**src/rtl/uart_rx_pkg.sv**
```systemverilog
// Package: shared types and field positions for the serial receive engine.
// Assumes an 8-bit maximum character and a 2-bit length code (5..8 bits).
package uart_rx_pkg;

    typedef enum logic [2:0] {
        ST_IDLE,
        ST_START,
        ST_DATA,
        ST_PAR,
        ST_STOP,
        ST_BRK
    } rx_state_e;

    localparam int FLAG_OVR = 11;
    localparam int FLAG_BRK = 10;
    localparam int FLAG_PAR = 9;
    localparam int FLAG_FRM = 8;

    // Map the 2-bit length code onto a bit count of 5..8.
    function automatic logic [3:0] len_from_code(input logic [1:0] code);
        return 4'(code) + 4'd5;
    endfunction

endpackage

```
**src/rtl/uart_rx_sync.sv**
```systemverilog
// Module: multi-stage synchronizer for the asynchronous serial input.
// Assumes STAGES >= 2; resets to the idle (high) line level.
module uart_rx_sync #(
    parameter int STAGES = 2
) (
    input  logic clk,
    input  logic rst_n,
    input  logic d_async,
    output logic d_sync
);

    logic [STAGES-1:0] pipe_q;

    // Shift the raw line through the flop chain.
    always_ff @(posedge clk) begin
        if (!rst_n)
            pipe_q <= '1;
        else
            pipe_q <= {pipe_q[STAGES-2:0], d_async};
    end

    assign d_sync = pipe_q[STAGES-1];

endmodule

```
**src/rtl/uart_rx_timer.sv**
```systemverilog
// Module: sub-bit tick counter. It flags the mid-start check and each
// following bit-centre sample. Assumes OS is even and at least 4.
module uart_rx_timer #(
    parameter int OS = 16
) (
    input  logic clk,
    input  logic rst_n,
    input  logic tick,
    input  logic clear,
    output logic at_mid,
    output logic at_bit
);

    localparam int CW   = $clog2(OS);
    localparam int HALF = OS / 2;

    logic [CW-1:0] cnt_q;

    // Count enabled ticks, wrapping every OS ticks; clear takes precedence.
    always_ff @(posedge clk) begin
        if (!rst_n || clear)
            cnt_q <= '0;
        else if (tick)
            cnt_q <= (cnt_q == CW'(OS - 1)) ? '0 : cnt_q + 1'b1;
    end

    assign at_mid = tick && (cnt_q == CW'(HALF - 1));
    assign at_bit = tick && (cnt_q == CW'(OS - 1));

endmodule

```
**src/rtl/uart_rx_core.sv**
```systemverilog
// Module: oversampling serial receiver. It confirms the start bit at
// mid-bit, assembles 5..8 data bits LSB first, checks optional parity and
// the stop bit, detects break, and strobes one flagged word per character.
// Assumes cfg_* are stable for the whole frame and that baud16_en pulses
// for a single cycle.
module uart_rx_core
    import uart_rx_pkg::*;
#(
    parameter int OVERSAMPLE  = 16,
    parameter int SYNC_STAGES = 2,
    parameter int DATA_W      = 8
) (
    input  logic              clk,
    input  logic              rst_n,
    input  logic              baud16_en,
    input  logic              rx_line,
    input  logic [1:0]        cfg_len,
    input  logic              cfg_par_en,
    input  logic              cfg_par_odd,
    output logic [DATA_W+3:0] rx_word,
    output logic              rx_wr
);

    localparam int IDX_W = $clog2(DATA_W);

    rx_state_e         state_q;
    logic              line_s;
    logic              at_mid, at_bit;
    logic              tmr_clear;
    logic [DATA_W-1:0] data_q;
    logic [IDX_W-1:0]  idx_q;
    logic [IDX_W-1:0]  last_idx;
    logic              par_acc_q;
    logic              all_low_q;
    logic              is_brk;

    uart_rx_sync #(.STAGES(SYNC_STAGES)) u_sync (
        .clk     (clk),
        .rst_n   (rst_n),
        .d_async (rx_line),
        .d_sync  (line_s)
    );

    uart_rx_timer #(.OS(OVERSAMPLE)) u_timer (
        .clk    (clk),
        .rst_n  (rst_n),
        .tick   (baud16_en),
        .clear  (tmr_clear),
        .at_mid (at_mid),
        .at_bit (at_bit)
    );

    // Hold the counter at zero while idle and restart it at the start check.
    always_comb begin
        tmr_clear = (state_q == ST_IDLE) || ((state_q == ST_START) && at_mid);
    end

    // Index of the final data bit for the configured length.
    always_comb begin
        last_idx = IDX_W'(len_from_code(cfg_len) - 4'd1);
    end

    // Break: every earlier sample low and the stop sample low as well.
    always_comb begin
        is_brk = all_low_q && !line_s;
    end

    // Frame sequencing, data assembly and word emission.
    always_ff @(posedge clk) begin
        if (!rst_n) begin
            state_q   <= ST_IDLE;
            data_q    <= '0;
            idx_q     <= '0;
            par_acc_q <= 1'b0;
            all_low_q <= 1'b0;
            rx_word   <= '0;
            rx_wr     <= 1'b0;
        end else begin
            rx_wr <= 1'b0;
            unique case (state_q)
                ST_IDLE: begin
                    if (baud16_en && !line_s)
                        state_q <= ST_START;
                end
                ST_START: begin
                    if (at_mid) begin
                        if (line_s) begin
                            state_q <= ST_IDLE;
                        end else begin
                            state_q   <= ST_DATA;
                            data_q    <= '0;
                            idx_q     <= '0;
                            par_acc_q <= 1'b0;
                            all_low_q <= 1'b1;
                        end
                    end
                end
                ST_DATA: begin
                    if (at_bit) begin
                        data_q[idx_q] <= line_s;
                        par_acc_q     <= par_acc_q ^ line_s;
                        all_low_q     <= all_low_q & ~line_s;
                        if (idx_q == last_idx)
                            state_q <= cfg_par_en ? ST_PAR : ST_STOP;
                        else
                            idx_q <= idx_q + 1'b1;
                    end
                end
                ST_PAR: begin
                    if (at_bit) begin
                        par_acc_q <= par_acc_q ^ line_s;
                        all_low_q <= all_low_q & ~line_s;
                        state_q   <= ST_STOP;
                    end
                end
                ST_STOP: begin
                    if (at_bit) begin
                        rx_wr                  <= 1'b1;
                        rx_word[DATA_W-1:0]    <= data_q;
                        rx_word[DATA_W+3]      <= 1'b0;
                        rx_word[DATA_W+2]      <= is_brk;
                        rx_word[DATA_W+1]      <= !is_brk && cfg_par_en
                                                  && (par_acc_q ^ cfg_par_odd);
                        rx_word[DATA_W]        <= !line_s;
                        state_q                <= is_brk ? ST_BRK : ST_IDLE;
                    end
                end
                ST_BRK: begin
                    if (baud16_en && line_s)
                        state_q <= ST_IDLE;
                end
                default: state_q <= ST_IDLE;
            endcase
        end
    end

endmodule

```
**config.mk**
```make
export PLATFORM = sky130hd
export DESIGN_NAME = uart_rx_core
export DESIGN_NICKNAME = d
export VERILOG_FILES = /design/src/rtl/uart_rx_pkg.sv /design/src/rtl/uart_rx_sync.sv /design/src/rtl/uart_rx_timer.sv /design/src/rtl/uart_rx_core.sv
export SDC_FILE = /design/constraint.sdc
export NUM_CORES = 1
export LEC_CHECK = 0
export ABC_AREA = 1
export CAP_MARGIN = 20
export CORE_ASPECT_RATIO = 0.75
export CORE_MARGIN = 1.5
export CORE_UTILIZATION = 46
export CTS_CLUSTER_SIZE = 14
export DETAILED_ROUTE_END_ITERATION = 8
export PLACE_DENSITY = 0.68
export SYNTH_ARGS = -nofsm -noshare
export SYNTH_HDL_FRONTEND = slang
export SYNTH_SLANG_ARGS = --single-unit
```
**constraint.sdc**
```tcl
create_clock -name clk -period 1.8 [get_ports clk]
set_input_delay 0.36 -clock clk [delete_from_list [all_inputs] [get_ports clk]]
set_output_delay 0.36 -clock clk [all_outputs]
set_load 0.05 [all_outputs]
```
======== Word-level counts from Yosys, hierarchy flattened ========
Index checks and enable logic that the tools add are counted.
storage, ports and cells
  latch bits .............................. 0
  word-level logic and storage cells ...... 94
  flip-flop bits (word level) ............. 34
  memory bits (writable) .................. 0
  input bits .............................. 8
  bits in read-only memories .............. 0
  output and inout bits ................... 13
  memories kept ........................... 0
cells by class
  eq/ne operators ......................... 18
  order comparisons ....................... 2
  divide/modulo/power cells ............... 0
  $add $sub $neg .......................... 4
  muxes and demuxes ....................... 33
  shifts and indexed selects .............. 0
  bitwise operators ....................... 4
  multiply operators ...................... 0
  reduce and logical (&&, ||, !) cells .... 24
operators with widths
  kind                                                number
  two-way mux 3 bit                                   13
  two-way mux 8 bit                                   3
  case mux 3 bit (6 select lines)                     1
  != test 2 bit, second input constant                8
  case mux 8 bit (2 select lines)                     1
  logical AND 1 bit                                   9
  bitwise mux 8 bit                                   1
  two-way mux 1 bit                                   8
  AND reduction 4 bit                                 2
  AND reduction 7 bit                                 1
  == test 3 x 2 -> 1 bit, second input constant       2
  == test 3 bit, second input constant                2
  case mux 3 bit (2 select lines)                     1
  AND reduction 5 bit                                 1
  adder 4 x 1 -> 4 bit, second input constant         1
  == test 4 x 3 -> 1 bit, second input constant       1
  == test 4 bit, second input constant                1
  < comparator 3 x 4 -> 1 bit, second input constant  1
  two-way mux 4 bit                                   1
  != test 2 x 1 -> 1 bit, second input constant       2
  case mux 1 bit (2 select lines)                     2
  AND reduction 2 bit                                 2
  nonzero test 2 bit                                  2
  adder 2 x 3 -> 3 bit, second input constant         1
  other kinds (14)                                    18

======== Depth between registers and ports, before layout ========
Gate-level depths: netlist of the first run.
  word-level depth ........................ 7
  mapped depth ............................ 10
  gate-level depth less buffers ........... 9

======== By module ========
Synthesis of the first run repeated with hierarchy kept, for this count alone.
unflattened totals
  cells, all modules ...................... 258
  area, all modules ....................... 1765.4 sq um
modules (own cells, without submodules)
  module         instances  sequential area each (sq um)  area each (sq um)  cells an instance
  uart_rx_core   1          560.5                         1472.7             225
  uart_rx_timer  1          80.1                          237.7              27
  uart_rx_sync   1          40.0                          55.1               6

======== Worst setup path after synthesis of the first run ========
Ideal clock, no wire load.
  path kind ............................... reg-to-reg
  start point ............................. reg u_timer.cnt_q[0]
  end point ............................... reg rx_word[9]
  stages on the path, launching flop included .. 7
  path slack .............................. 0.393 ns
  arrival time ............................ 1.285 ns
  clock period less this slack ............ 1.407 ns
  data required time ...................... 1.677 ns
  buffers on the path ..................... 0
  path through ............................ dfxtp_1 -> ha_1 -> nand4_1 -> nor2_1 -> clkinv_1 -> nand3_1 -> o21ai_0
between the ends
  longest elaborated chain between the ends .. 3
ends and longest elaborated chain
  element                          line                 text
  from (decl)                      uart_rx_timer.sv:17  logic [CW-1:0] cnt_q;
  from (signal assigned)           uart_rx_timer.sv:24  cnt_q <= (cnt_q == CW'(OS - 1)) ? '0 : cnt_q + 1'b1;
  == test 4 bit                    uart_rx_timer.sv:28  assign at_bit = tick && (cnt_q == CW'(OS - 1));
  logical AND 1 bit                uart_rx_timer.sv:28
  AND reduction 2 bit (no line)    -
  to (signal, indexed assignment)  uart_rx_core.sv:119  rx_word[DATA_W-1:0] <= data_q;
  to (signal, indexed assignment)  uart_rx_core.sv:121  rx_word[DATA_W+2] <= is_brk;
  to (signal, indexed assignment)  uart_rx_core.sv:122  rx_word[DATA_W+1] <= !is_brk && cfg_par_en
  to (decl)                        uart_rx_core.sv:20   output logic [DATA_W+3:0] rx_word,
Every way passes these cells.
A chain may end at the register's enable or synchronous reset.

======== Final worst setup path of the first run ========
  start point ............................. reg rx_wr
  end point ............................... out rx_wr
RTL lines
  element                 line                 text
  from (decl)             uart_rx_core.sv:21   output logic rx_wr
  from (signal assigned)  uart_rx_core.sv:77   rx_wr <= 1'b0;
  from (signal assigned)  uart_rx_core.sv:79   rx_wr <= 1'b0;
  from (signal assigned)  uart_rx_core.sv:118  rx_wr <= 1'b1;
No word-level cell between the ends.

==> results.toml, run 1 <==
[sta]
period_share_pct = 96.4
period_minus_slack_ns = 1.74
setup_viol = 0
setup_tns_ns = 0
final_hold_viol_count = 0
rsz0062_at_grt = "no"
fmax_mhz = 576
slew_viol_final = 0
clock-skew-final_ns = 0.00599

[final_layout]
num_antenna_cells = 0
drive_above_1_share_pct = 17.8
fin_nets = 290
fillers = 365
areaGrowthSynthToFinish_pct = 17.0

[grt]
grt_max_degree = 17
antenna_found_initial = 0
grt_usage_pct = 17.7
grt_pass1_wl_mm = 5.80
grt_overflow_total = 0
grt_pass1_vias = 1267

[clocking]
cts.sinks = 34
cts_made_buffers = 5
post-cts-setup-buffers = 0
clock_path_buffers = 2
cts_root_buf = "clkbuf_8"
clkTransAtPathRegs_ns = 0.07
cts_tree = "yes"
post_cts_resized = 0
ctsHoldBuffers = 0
htree_levels = 2
clock_latency_ns = 0.28

[critical_path]
crit_cells = 1
rr_worst_depth = 6
worstSetupPathType = "flip-flop to primary output"
crit_path_max_fanout = 1
endpoint_kind = "primary output"
cp-start-kind = "flip-flop"
required_ns = 1.44
critPathMaxStageDelay_ns = 0.79
slowest_stage = "clkdlybuf4s50_1"
crit_family = "buffers and inverters"
arrival_ns = 1.38
crit_chain = "clkdlybuf4s50_1"
crit_buf_inv = 1

[floorplanning]
die_x_um = 75.1
design.portCount = 21
start_util_pct = 48.7
num_rows = 19
die_height_um = 57.1
dieArea_um2 = 4290
core_um2 = 3680

[power_and_ir_drop]
pwr_density_cell_nw_per_um2 = 1280
sw_frac_of_total_pct = 42.6
leakagePower_nw = 0.911
pwr-share-clk_pct = 21.8
p_seq_share_pct = 34.7
ir_drop_mv = 1.10
p_total_mw = 2.68
p_switching_mw = 1.14
p_int_mw = 1.54
comb_power_share_pct = 43.5

[drt]
num_vias = 1646
drtPass1Iterations = 4
drt-initial-drc-count = 72
vias_per_cell = 4.94
postRouteAntennaNets = 0
drc = 0
wirelength_mm = 3.57
drt-wirelength-per-cell_um = 10.7

[placement]
gp_congestion = 0.856
dp_hpwl_mm = 2.66
portBuffers = 19

[logic_synthesis]
syn_avg_cell_area_um2 = 7.00
yosysTopAreaCellShare_pct = 38.0
yosysUniqueCellTypes = 34
yosysWarnings = 0
ys_seq_elements = 34
yosysMostFrequentCell = "nand2_1"
ys_seq_area_share_pct = 38.0
syn_inst = 256
syn-num-nets = 266
synth_common_cells = "nand2_1 (49), nor2_1 (36), dfxtp_1 (34)"
synth-edff-count = 0
async_reset_ff_share_pct = 0
synth_top_flop_cell = "dfxtp_1"
synth.area.top_cells = "dfxtp_1 (38%), nand2_1 (10%), nand3_1 (8.9%)"
synth_largest_area_cell = "dfxtp_1"
synth_area_um2 = 1790

[hold_path]
hold_class = "flip-flop to flip-flop"
holdPathStages = 1

[run]
drv_cap = 0

[status]
status = "complete, no violations"
==> flip-flops by register name, summed over array words and instances (netlist names) <==
register       count
par_acc_q          1
state_q            3
all_low_q          1
data_q             8
u_sync.pipe_q      2
rx_word           11
rx_wr              1
idx_q              3
u_timer.cnt_q      4
==> layout by cell type, fill, tap and decap left out, types with 2 or more instances in the layout <==
cell type / netlist / routed
a21oi_1: 18 / 18
buf_4: 1 / 19
clkbuf_8: 2 / 6
clkdlybuf4s50_1: 0 / 8
dfxtp_1: 34 / 34
ha_1: 2 / 2
inv_1: 20 / 20
inv_2: 2 / 2
nand2_1: 49 / 49
nand2_2: 5 / 5
nand2_4: 2 / 2
nand3_1: 32 / 32
nand3_2: 2 / 2
nand3b_1: 8 / 8
nand4_1: 3 / 3
nor2_1: 36 / 36
nor2_2: 3 / 3
nor2_4: 2 / 2
nor3_1: 2 / 2
o21ai_0: 12 / 12
or2_2: 4 / 4
==> through the flow <==
step	hold slack [ns]	worst slack, ns	util, %	instances	cell area, um2
floorplan	0.393	0.393	-	256	1790
global placement	0.394	0.0238	54.3	325	2000
detailed placement	0.407	0.0274	54.3	325	2000
CTS	0.424	0.0507	56.9	333	2100
global route	0.435	0.00309	56.9	333	2100
finish	0.419	0.0643	56.9	333	2100
==> metal layers <==
| layer | GRT usage, % | vias up | wire length, um |
|---|---|---|---|
| li1 | - | 877 | - |
| met1 | 27.6 | 716 | 1960 |
| met2 | 23.5 | 49 | 1350 |
| met3 | 4.77 | 4 | 230 |
| met4 | 5.45 | 0 | 29 |
| met5 | 0 | - | 0 |
==> worst reg2reg max path: stages, from the launching register on <==
cell	delay, ns
dfxtp_1	0.40
nor2_1	0.21
nand2_1	0.13
nor2_1	0.18
clkinv_1	0.28
nor2_1	0.18
nor2_1	0.06
==> cells by family after synthesis <==
group / count (synthesis) / share of synthesized area [%]
AOI/OAI and AO/OA: 33 / 9.77
xor gates and xnor gates: 1 / 0.489
adders and majority gates: 2 / 1.40
buffers and inverters: 34 / 9.56
DFF: 34 / 38.0
other: 1 / 0.209
and+or+nand+nor: 151 / 40.6
==> worst paths after layout <==
path / slack [ns] / endpoint / start
setup / recovery: 0.06 / rx_wr / rx_wr
hold / removal: 0.42 / u_sync.pipe_q[1] / u_sync.pipe_q[0]
setup reg to reg: 0.26 / rx_word[6] / state_q[0]
hold reg to reg: 0.42 / u_sync.pipe_q[1] / u_sync.pipe_q[0]
==> cell type report <==
cell class	instances	area [um2]	area share [%]
Multi-Input combinational cell	188	941	44.9
Sequential cell	34	681	32.5
Timing Repair Buffer	27	223	10.6
Inverter	24	92.6	4.42
Clock buffer	6	82.6	3.94
Tap cell	52	65.1	3.10
Clock inverter	2	12.5	0.597
==> power by group through the flow <==
stage          clock network [mW]  registers (mW)  logic (mW)
3_3_place_gp                    0           0.940        1.16
5_1_grt                     0.645           0.941        1.33
3_5_place_dp                    0           0.942        1.16
6_report                    0.584           0.927        1.16
2_1_floorplan                   0           0.907        1.02
4_1_cts                     0.609           0.925        1.16
Power figures use the tool's default switching activity.
==> run 2: changes to the inputs <==
GPL_ROUTABILITY_DRIVEN = 1   (was not set)
==> results of run 2 <==
No change in the layout: final DEF, timing and power equal those of run 1.
==> run 3: changes to the inputs <==
GPL_ROUTABILITY_DRIVEN = not set   (was 1)
==> results of run 3 <==
No change in the layout: final DEF, timing and power equal those of run 1.
